[src/rtl/pic_pkg.sv]
package pic_pkg;

  // Register addresses, one-hot decoded in the control module.
  localparam logic [1:0] ADDR_MASK = 2'd0;
  localparam logic [1:0] ADDR_BASE = 2'd1;
  localparam logic [1:0] ADDR_CMD  = 2'd2;
  localparam logic [1:0] ADDR_MODE = 2'd3;

  // Per-cycle strobes from the control module to the datapath.
  typedef struct packed {
    logic wrMask;
    logic wrBase;
    logic wrMode;
    logic eoi;
    logic ack;
  } ctrlStrobeT;

endpackage

[src/rtl/pic_ctrl.sv]
module pic_ctrl
  import pic_pkg::*;
#(
  parameter int NUM_IRQ = 8,
  parameter int VEC_W   = 8,
  localparam int IDX_W  = $clog2(NUM_IRQ),
  localparam int BASE_W = VEC_W - IDX_W
) (
  input  logic               regWr,
  input  logic [1:0]         regAddr,
  input  logic               cmdBit,
  input  logic               inta,
  input  logic [NUM_IRQ-1:0] maskReg,
  input  logic [BASE_W-1:0]  baseReg,
  input  logic               autoEoi,
  output ctrlStrobeT         strb,
  output logic [VEC_W-1:0]   regRdata
);

  // Decode writes and the acknowledge into one strobe struct.
  always_comb begin
    strb.wrMask = regWr && (regAddr == ADDR_MASK);
    strb.wrBase = regWr && (regAddr == ADDR_BASE);
    strb.wrMode = regWr && (regAddr == ADDR_MODE);
    strb.eoi    = regWr && (regAddr == ADDR_CMD) && cmdBit;
    strb.ack    = inta;
  end

  // Read mux. The request and in-service registers are never exposed.
  always_comb begin
    case (regAddr)
      ADDR_MASK: regRdata = VEC_W'(maskReg);
      ADDR_BASE: regRdata = {baseReg, {IDX_W{1'b0}}};
      ADDR_MODE: regRdata = VEC_W'(autoEoi);
      default:   regRdata = '0;
    endcase
  end

endmodule

[src/rtl/pic_datapath.sv]
module pic_datapath
  import pic_pkg::*;
#(
  parameter int NUM_IRQ = 8,
  parameter int VEC_W   = 8,
  localparam int IDX_W  = $clog2(NUM_IRQ),
  localparam int BASE_W = VEC_W - IDX_W
) (
  input  logic               clk,
  input  logic               rstN,
  input  logic [NUM_IRQ-1:0] irqReq,
  input  ctrlStrobeT         strb,
  input  logic [VEC_W-1:0]   wdata,
  output logic               intr,
  output logic [VEC_W-1:0]   vecOut,
  output logic               vecValid,
  output logic [NUM_IRQ-1:0] maskReg,
  output logic [BASE_W-1:0]  baseReg,
  output logic               autoEoi
);

  logic [NUM_IRQ-1:0] reqQ;      // sampled request levels
  logic [NUM_IRQ-1:0] inSvc;     // in-service bits
  logic [NUM_IRQ-1:0] svcLow;    // lowest set in-service bit, one-hot
  logic [NUM_IRQ-1:0] allowMsk;  // priority levels above the ceiling
  logic [NUM_IRQ-1:0] cand;      // allowed, unmasked, pending
  logic [IDX_W-1:0]   winIdx;
  logic               winAny;
  logic [NUM_IRQ-1:0] setSvc;
  logic [NUM_IRQ-1:0] clrSvc;

  // Software-visible configuration and sampled requests.
  always_ff @(posedge clk or negedge rstN) begin
    if (!rstN) begin
      reqQ    <= '0;
      maskReg <= '1;
      baseReg <= '0;
      autoEoi <= 1'b0;
    end else begin
      reqQ <= irqReq;
      if (strb.wrMask) maskReg <= wdata[NUM_IRQ-1:0];
      if (strb.wrBase) baseReg <= wdata[VEC_W-1:IDX_W];
      if (strb.wrMode) autoEoi <= wdata[0];
    end
  end

  // Priority ceiling from the in-service register.
  always_comb begin
    svcLow   = inSvc & (~inSvc + NUM_IRQ'(1));
    allowMsk = (inSvc == '0) ? '1 : (svcLow - NUM_IRQ'(1));
    cand     = reqQ & ~maskReg & allowMsk;
  end

  // Fixed-priority pick: lowest index wins, otherwise the last input.
  always_comb begin
    winIdx = IDX_W'(NUM_IRQ - 1);
    winAny = 1'b0;
    for (int i = NUM_IRQ - 1; i >= 0; i--) begin
      if (cand[i]) begin
        winIdx = IDX_W'(i);
        winAny = 1'b1;
      end
    end
  end

  assign intr = winAny;

  always_comb begin
    setSvc = '0;
    if (strb.ack && winAny && !autoEoi) setSvc[winIdx] = 1'b1;
    clrSvc = strb.eoi ? svcLow : '0;
  end

  // One register per in-service bit: clear first, then set.
  for (genvar g = 0; g < NUM_IRQ; g++) begin : g_svc
    always_ff @(posedge clk or negedge rstN) begin
      if (!rstN) inSvc[g] <= 1'b0;
      else       inSvc[g] <= (inSvc[g] & ~clrSvc[g]) | setSvc[g];
    end
  end

  // Vector output stage.
  always_ff @(posedge clk or negedge rstN) begin
    if (!rstN) begin
      vecOut   <= '0;
      vecValid <= 1'b0;
    end else begin
      vecValid <= strb.ack;
      if (strb.ack) vecOut <= {baseReg, winIdx};
    end
  end

endmodule

[src/rtl/pic_vectored.sv]
module pic_vectored
  import pic_pkg::*;
#(
  parameter int NUM_IRQ = 8,
  parameter int VEC_W   = 8,
  localparam int IDX_W  = $clog2(NUM_IRQ),
  localparam int BASE_W = VEC_W - IDX_W
) (
  input  logic               clk,
  input  logic               rstN,
  input  logic [NUM_IRQ-1:0] irqReq,
  input  logic               regWr,
  input  logic [1:0]         regAddr,
  input  logic [VEC_W-1:0]   regWdata,
  output logic [VEC_W-1:0]   regRdata,
  input  logic               inta,
  output logic               intr,
  output logic [VEC_W-1:0]   vecOut,
  output logic               vecValid
);

  ctrlStrobeT         strb;
  logic [NUM_IRQ-1:0] maskReg;
  logic [BASE_W-1:0]  baseReg;
  logic               autoEoi;

  pic_ctrl #(.NUM_IRQ(NUM_IRQ), .VEC_W(VEC_W)) i_ctrl (
    .regWr    (regWr),
    .regAddr  (regAddr),
    .cmdBit   (regWdata[0]),
    .inta     (inta),
    .maskReg  (maskReg),
    .baseReg  (baseReg),
    .autoEoi  (autoEoi),
    .strb     (strb),
    .regRdata (regRdata)
  );

  pic_datapath #(.NUM_IRQ(NUM_IRQ), .VEC_W(VEC_W)) i_dp (
    .clk      (clk),
    .rstN     (rstN),
    .irqReq   (irqReq),
    .strb     (strb),
    .wdata    (regWdata),
    .intr     (intr),
    .vecOut   (vecOut),
    .vecValid (vecValid),
    .maskReg  (maskReg),
    .baseReg  (baseReg),
    .autoEoi  (autoEoi)
  );

endmodule

[config.mk]
export PLATFORM = sky130hd
export DESIGN_NAME = pic_vectored
export DESIGN_NICKNAME = d
export VERILOG_FILES = /design/src/rtl/pic_pkg.sv /design/src/rtl/pic_ctrl.sv /design/src/rtl/pic_datapath.sv /design/src/rtl/pic_vectored.sv
export SDC_FILE = /design/constraint.sdc
export NUM_CORES = 1
export LEC_CHECK = 0
export BUFFER_PORTS_ARGS = -buffer_cell sky130_fd_sc_hd__buf_2
export CAP_MARGIN = 20
export CORE_MARGIN = 4
export CORE_UTILIZATION = 55
export CTS_BUF_LIST = sky130_fd_sc_hd__clkbuf_4
export DETAILED_ROUTE_END_ITERATION = 8
export MAX_ROUTING_LAYER = met4
export PLACE_DENSITY = 0.82
export SYNTH_ARGS = -nofsm -noshare
export SYNTH_HDL_FRONTEND = slang
export SYNTH_SLANG_ARGS = --single-unit
[constraint.sdc]
create_clock -name clk -period 2.05 [get_ports clk]
set_clock_uncertainty 0.1 [all_clocks]
set_input_delay 0.1025 -clock clk [delete_from_list [all_inputs] [get_ports clk]]
set_output_delay 0.1025 -clock clk [all_outputs]
set_load 0.1 [all_outputs]
==> impl_metrics.ini, run 1 <==
[layout]
seqCellArea_um2 = 988.4
layout_common_cells = buf_2, dfrtp_1, mux2_2
layout_commonest_cell = buf_2
layout.nets = 234
area_delta_synth_final_pct = 34.49
num_antenna_cells = 0
final_area_um2 = 2376
drive_gt1_frac = 0.5070
multi_input_comb_area_um2 = 788.3
n_fill_cell = 183

[power_and_ir_drop]
fin_total_pwr_mw = 3.128
p_leak_nw = 1.063
power_per_cell_area_nw_per_um2 = 1317
peakVddDrop_mv = 0.9603

[detailed_routing]
via_per_inst = 5.840
drc = 0
drtPass1Iterations = 5
wl_mm = 4.530
vias = 1501
routedWlPerCell_um = 17.63
drtIter0Drc = 104
ant_nets = 0

[placed_design]
dpl_cell_area_um2 = 2017
gp_congestion = 0.8533
place.port_buffers = 39
post-place-ws_ns = 0.1155
hpwl_mm = 2.860

[logic_synthesis]
async_flop_share = 1.000
syn_area_per_cell_um2 = 12.62
synth-seq-cells = 39
ys_seq_area_frac = 0.5581
synth_flop_cell = dfrtp_1
synth_edf_count = 0
yosysWarningCount = 0
syn_inst = 140
syn-num-nets = 162
synth_area_um2 = 1767
ys_types = 40

[die]
chipWidth_um = 64.68
start_util = 0.5787
die_h_um = 64.68
rows = 20
dieArea_um2 = 4183
core_area_um2 = 3053
ios = 40

[flow_run]
drv.max_cap_violation_count = 0

[grt]
grt_overflow_total = 0
use_met2 = 0.3969
busiest_layer = met2
grt_first_pass_wirelength_mm = 7.555
grt_max_degree = 40
antenna_found_initial = 0
grt.met3_usage = 0.06759
grt_pass1_vias = 1595
grt_util_met1 = 0.2860
track_usage = 0.2449

[clock_tree]
clock_path_buffers = 2
cts_tree = done
clk_pin_slew_ns = 0.12
cts.sinks = 39
cts_root_buf = clkbuf_4
insertion_delay_ns = 0.35
cts-htree-levels = 2
numCtsBuffers = 5

[timing]
hold_ws_ns = 0.03684
fmaxAchievable_ghz = 0.4713
finalSetupViolCount = 4
slew_headroom = 0.4349
finalSetupTns_ns = -0.2017
fin_ws_ns = -0.07165
worstMarginPinSlew_ns = 0.8477
period_minus_slack_ns = 2.122
finalMaxSlewViolations = 0
finalHoldViolCount = 0
period_share = 1.035
rsz0062_at_grt = true

[min_path]
hold_class = input port to register

[setup_path]
critPathKind = register to register
crit_path_end_kind = register
r2r_slack_ns = -0.07
cp_slowest_cell = dfrtp_2
arrival_ns = 2.28
cp_max_fo = 4
cp_cell_sequence = buf_4, or3_1, o31ai_1, a31oi_1, o41ai_2
required_ns = 2.21
cpPeakStageDelay_ns = 0.44
crit_path_start_kind = register

[run_status]
violations = setup timing
status = finished, violations left
Yosys cell counts, types with 2 or more instances:
cell       n  area [um^2]
and2_1     3        18.77
clkbuf_1   3        11.26
dfrtp_1   31        775.7
dfstp_2    8        210.2
mux2_2    21        236.5
mux2i_1    5        50.05
nand2_1    8        30.03
nand2b_1   6        37.54
nand3_1    3        15.01
nand4b_1   2        17.52
nor2_1     7        26.28
nor2b_1    2        12.51
nor4b_1    2        17.52
o21ai_0    3        15.01
o21ai_1    5        25.02
o31ai_1    2        15.01
o41ai_1    4        35.03
or3b_2     3        26.28
metal layers:
metal	part of all wire	routed length [um]	vias up
met5	0	0	-
met4	0.035	159	0
met3	0.071	322	26
met2	0.51	2308	90
met1	0.38	1739	726
li1	-	-	659
critical path, delay by kind of cell, from the launching register on:
kind / cells / cell delay [ns]
compound gates: 3 / 0.95
buf+inv: 1 / 0.14
flops: 1 / 0.44
simple gates: 1 / 0.39
layout make-up:
cell class	instances	share of cell area
Inverter	1	0.001580
Sequential cell	39	0.4160
Clock buffer	5	0.01580
Tap cell	44	0.02317
Multi-Input combinational cell	95	0.3318
Clock inverter	3	0.006319
Timing Repair Buffer	70	0.2054
registers in the layout, summed over array words and instances (netlist names):
| name | count |
|---|---|
| i_dp.reqQ | 8 |
| i_dp.maskReg | 8 |
| i_dp.inSvc | 8 |
| i_dp.baseReg | 5 |
| i_dp.vecValid | 1 |
| i_dp.autoEoi | 1 |
| i_dp.vecOut | 8 |
report_power, final:
part	internal [mW]	switching, mW	leakage, nW
clock	0.128	0.254	0.0347
sequential	0.974	0.170	0.452
combinational	0.537	1.07	0.576
total	1.64	1.49	1.06
final timing paths:
path,endpoint,from,cells after the start
max,i_dp.inSvc[4],i_dp.inSvc[0],5
min reg2reg,i_dp.vecOut[1],i_dp.vecOut[1],1
min,i_dp.autoEoi,regWr,3
max in group asynchronous,i_dp.inSvc[1],rstN,2
min in group asynchronous,i_dp.reqQ[6],rstN,2
max reg2reg,i_dp.inSvc[4],i_dp.inSvc[0],5
what timing repair did:
item                                    4_1_cts  5_1_grt
hold endpoints to repair                     54        0
endpoints found under the setup margin        1        5
hold buffers                                 18        0
buffers inserted                              9        3
pin swaps                                     5        4
gates resized for setup                       8        2
cell families after synthesis:
group	synth area share
compound gates	0.1062
buf+inv	0.01770
flops	0.5581
mux	0.1622
simple gates	0.1558
metrics by stage:
| step | util | std cells |
|---|---|---|
| after floorplan | - | 140 |
| after global placement | 0.6607 | 219 |
| after detailed placement | 0.6607 | 219 |
| after CTS | 0.7676 | 254 |
| after global routing | 0.7783 | 257 |
| final | 0.7783 | 257 |
No activity file was read; power rests on OpenSTA's default activity.
==> run 2: changes to the inputs <==
--- a/config.mk
+++ b/config.mk
@@ -5,7 +5,7 @@
 export SDC_FILE = /design/constraint.sdc
 export NUM_CORES = 1
 export LEC_CHECK = 0
-export BUFFER_PORTS_ARGS = -buffer_cell sky130_fd_sc_hd__buf_2
+export BUFFER_PORTS_ARGS = -buffer_cell sky130_fd_sc_hd__clkbuf_2
 export CAP_MARGIN = 20
 export CORE_MARGIN = 4
 export CORE_UTILIZATION = 55
@@ -13,6 +13,7 @@
 export DETAILED_ROUTE_END_ITERATION = 8
 export MAX_ROUTING_LAYER = met4
 export PLACE_DENSITY = 0.82
+export SETUP_SLACK_MARGIN = 0.4
 export SYNTH_ARGS = -nofsm -noshare
 export SYNTH_HDL_FRONTEND = slang
 export SYNTH_SLANG_ARGS = --single-unit
==> constraint.sdc (replaced) <==
create_clock -name clk -period 2.4 [get_ports clk]
set_clock_uncertainty 0.1 [all_clocks]
set_input_delay 0.12 -clock clk [delete_from_list [all_inputs] [get_ports clk]]
set_output_delay 0.12 -clock clk [all_outputs]
set_load 0.1 [all_outputs]
==> impl_metrics.ini, run 2 (synthesized netlist as in run 1, its figures left out) <==
[timing]
period_share = 0.8768
worstMarginPinSlew_ns = 0.9301
finalHoldViolCount = 0
period_minus_slack_ns = 2.104
slew_headroom = 0.3800
rsz0062_at_grt = true
finalMaxSlewViolations = 0
fmaxAchievable_ghz = 0.4752
hold_ws_ns = 0.04008
finalSetupViolCount = 0
finalSetupTns_ns = 0

[layout]
layout_commonest_cell = clkbuf_2
drive_gt1_frac = 0.5333
layout_common_cells = clkbuf_2, dfrtp_1, mux2_2
area_delta_synth_final_pct = 38.81
layout.nets = 231
num_antenna_cells = 0
fin_cells = 254

[detailed_routing]
ant_nets = 0
wl_mm = 4.326
drtIter0Drc = 156
drc = 0
drtPass1Iterations = 4
routedWlPerCell_um = 17.03
vias = 1453
via_per_inst = 5.720

[grt]
busiest_layer = met2
grt_overflow_total = 0
grt_util_met1 = 0.2758
antenna_found_initial = 0
use_met2 = 0.3982
track_usage = 0.2357
grt_first_pass_wirelength_mm = 7.265
grt_max_degree = 40
grt.met3_usage = 0.05373
grt_pass1_vias = 1491

[power_and_ir_drop]
peakVddDrop_mv = 0.6379
combinationalPowerShare = 0.469
clock_power_share = 0.190
p_leak_nw = 1.079
power_per_cell_area_nw_per_um2 = 1184
p_int_mw = 1.610
switching_share = 0.4454
power_frac_seq = 0.341
p_sw_mw = 1.293
fin_total_pwr_mw = 2.902

[setup_path]
timing.rr.end = i_dp.inSvc[7]
cp_cell_sequence = or4_4, nor2_4, o21ai_2, nand2_2, buf_12
r2r_start = i_dp.inSvc[0]
cp_max_fo = 3
cp_slowest_cell = or4_4
crit_family = simple AND/OR/NAND/NOR gates
crit_path_start_kind = register
arrival_ns = 1.88
critPathKind = register to primary output
reg2reg_depth = 5
cpPeakStageDelay_ns = 0.57
crit_path_end_kind = primary output
crit_start = i_dp.inSvc[0]
r2r_slack_ns = 0.35
crit_buf_inv = 1
required_ns = 2.18

[min_path]
hold_class = input port to register
whs_path_depth = 3
worstHoldStart = regWr
min_to = i_dp.autoEoi

[die]
start_util = 0.5787
core_area_um2 = 3053
dieArea_um2 = 4183
rows = 20
die_h_um = 64.68
ios = 40
chipWidth_um = 64.68

[clock_tree]
cts.sinks = 39
numCtsBuffers = 5
insertion_delay_ns = 0.35
clk_pin_slew_ns = 0.12
cts-htree-levels = 2
cts_root_buf = clkbuf_4
clock_path_buffers = 2
cts_tree = done

[placed_design]
place.port_buffers = 39
gp_congestion = 0.9665
dp_cells = 218
hpwl_mm = 2.713

[flow_run]
drv.max_cap_violation_count = 0

[run_status]
status = finished clean
run 2: power groups by stage:
stage	clock [mW]	combinational, mW	sequential [mW]
after global routing	0.602	1.42	1.01
final	0.550	1.36	0.991
after floorplan	0	0.598	1.25
after detailed placement	0	1.06	0.989
after CTS	0.560	1.25	0.970
after global placement	0	1.04	0.977
run 2: per-stage QoR:
step | cell area (um^2) | worst slack [ns] | utilization
after detailed placement | 2007 | 0.4752 | 0.6574
after CTS | 2372 | 0.3133 | 0.7770
final | 2452 | 0.2958 | 0.8033
after global placement | 2007 | 0.5317 | 0.6574
after global routing | 2452 | 0.2323 | 0.8033
after floorplan | 1782 | 0.5194 | -
run 2: how the worst max path moves through the flow:
stage          cells past startpoint  endpoint  slack (ns)
6_report                           5      intr        0.30
5_1_grt                            5      intr        0.23
3_5_place_dp                       5      intr        0.48
3_3_place_gp                       5      intr        0.53
2_1_floorplan                      4      intr        0.52
4_1_cts                            5      intr        0.31
run 2: what timing repair did:
item                                    4_1_cts  5_1_grt
pin swaps                                     6        8
buffers inserted                              6        4
resized for setup                            10        9
endpoints found under the setup margin        1        6
hold endpoints to repair                     54        0
hold buffers                                 18        0
run 2: layer usage:
layer	part of all wire	up-vias	wire length [um]
met5	0	-	0
met4	0.037	0	159
met3	0.057	18	245
met2	0.52	65	2258
met1	0.38	715	1662
li1	-	655	-
run 2: area by class of cell:
type	instances	area [um^2]
clock buffer	5	37.54
timing repair buffer	67	465.4
sequential	39	988.4
inverter	1	3.754
multi-input combinational	95	834.6
clock inverter	3	67.56
fill	187	600.6
tap	44	55.05
run 2: worst register-to-register path, delay by kind of cell (launching register included):
family,cells,cell delay (ns)
AOI/OAI and AO/OA,2,0.26
and+or+nand+nor,2,0.96
DFF,1,0.44
buffers and inverters,1,0.17
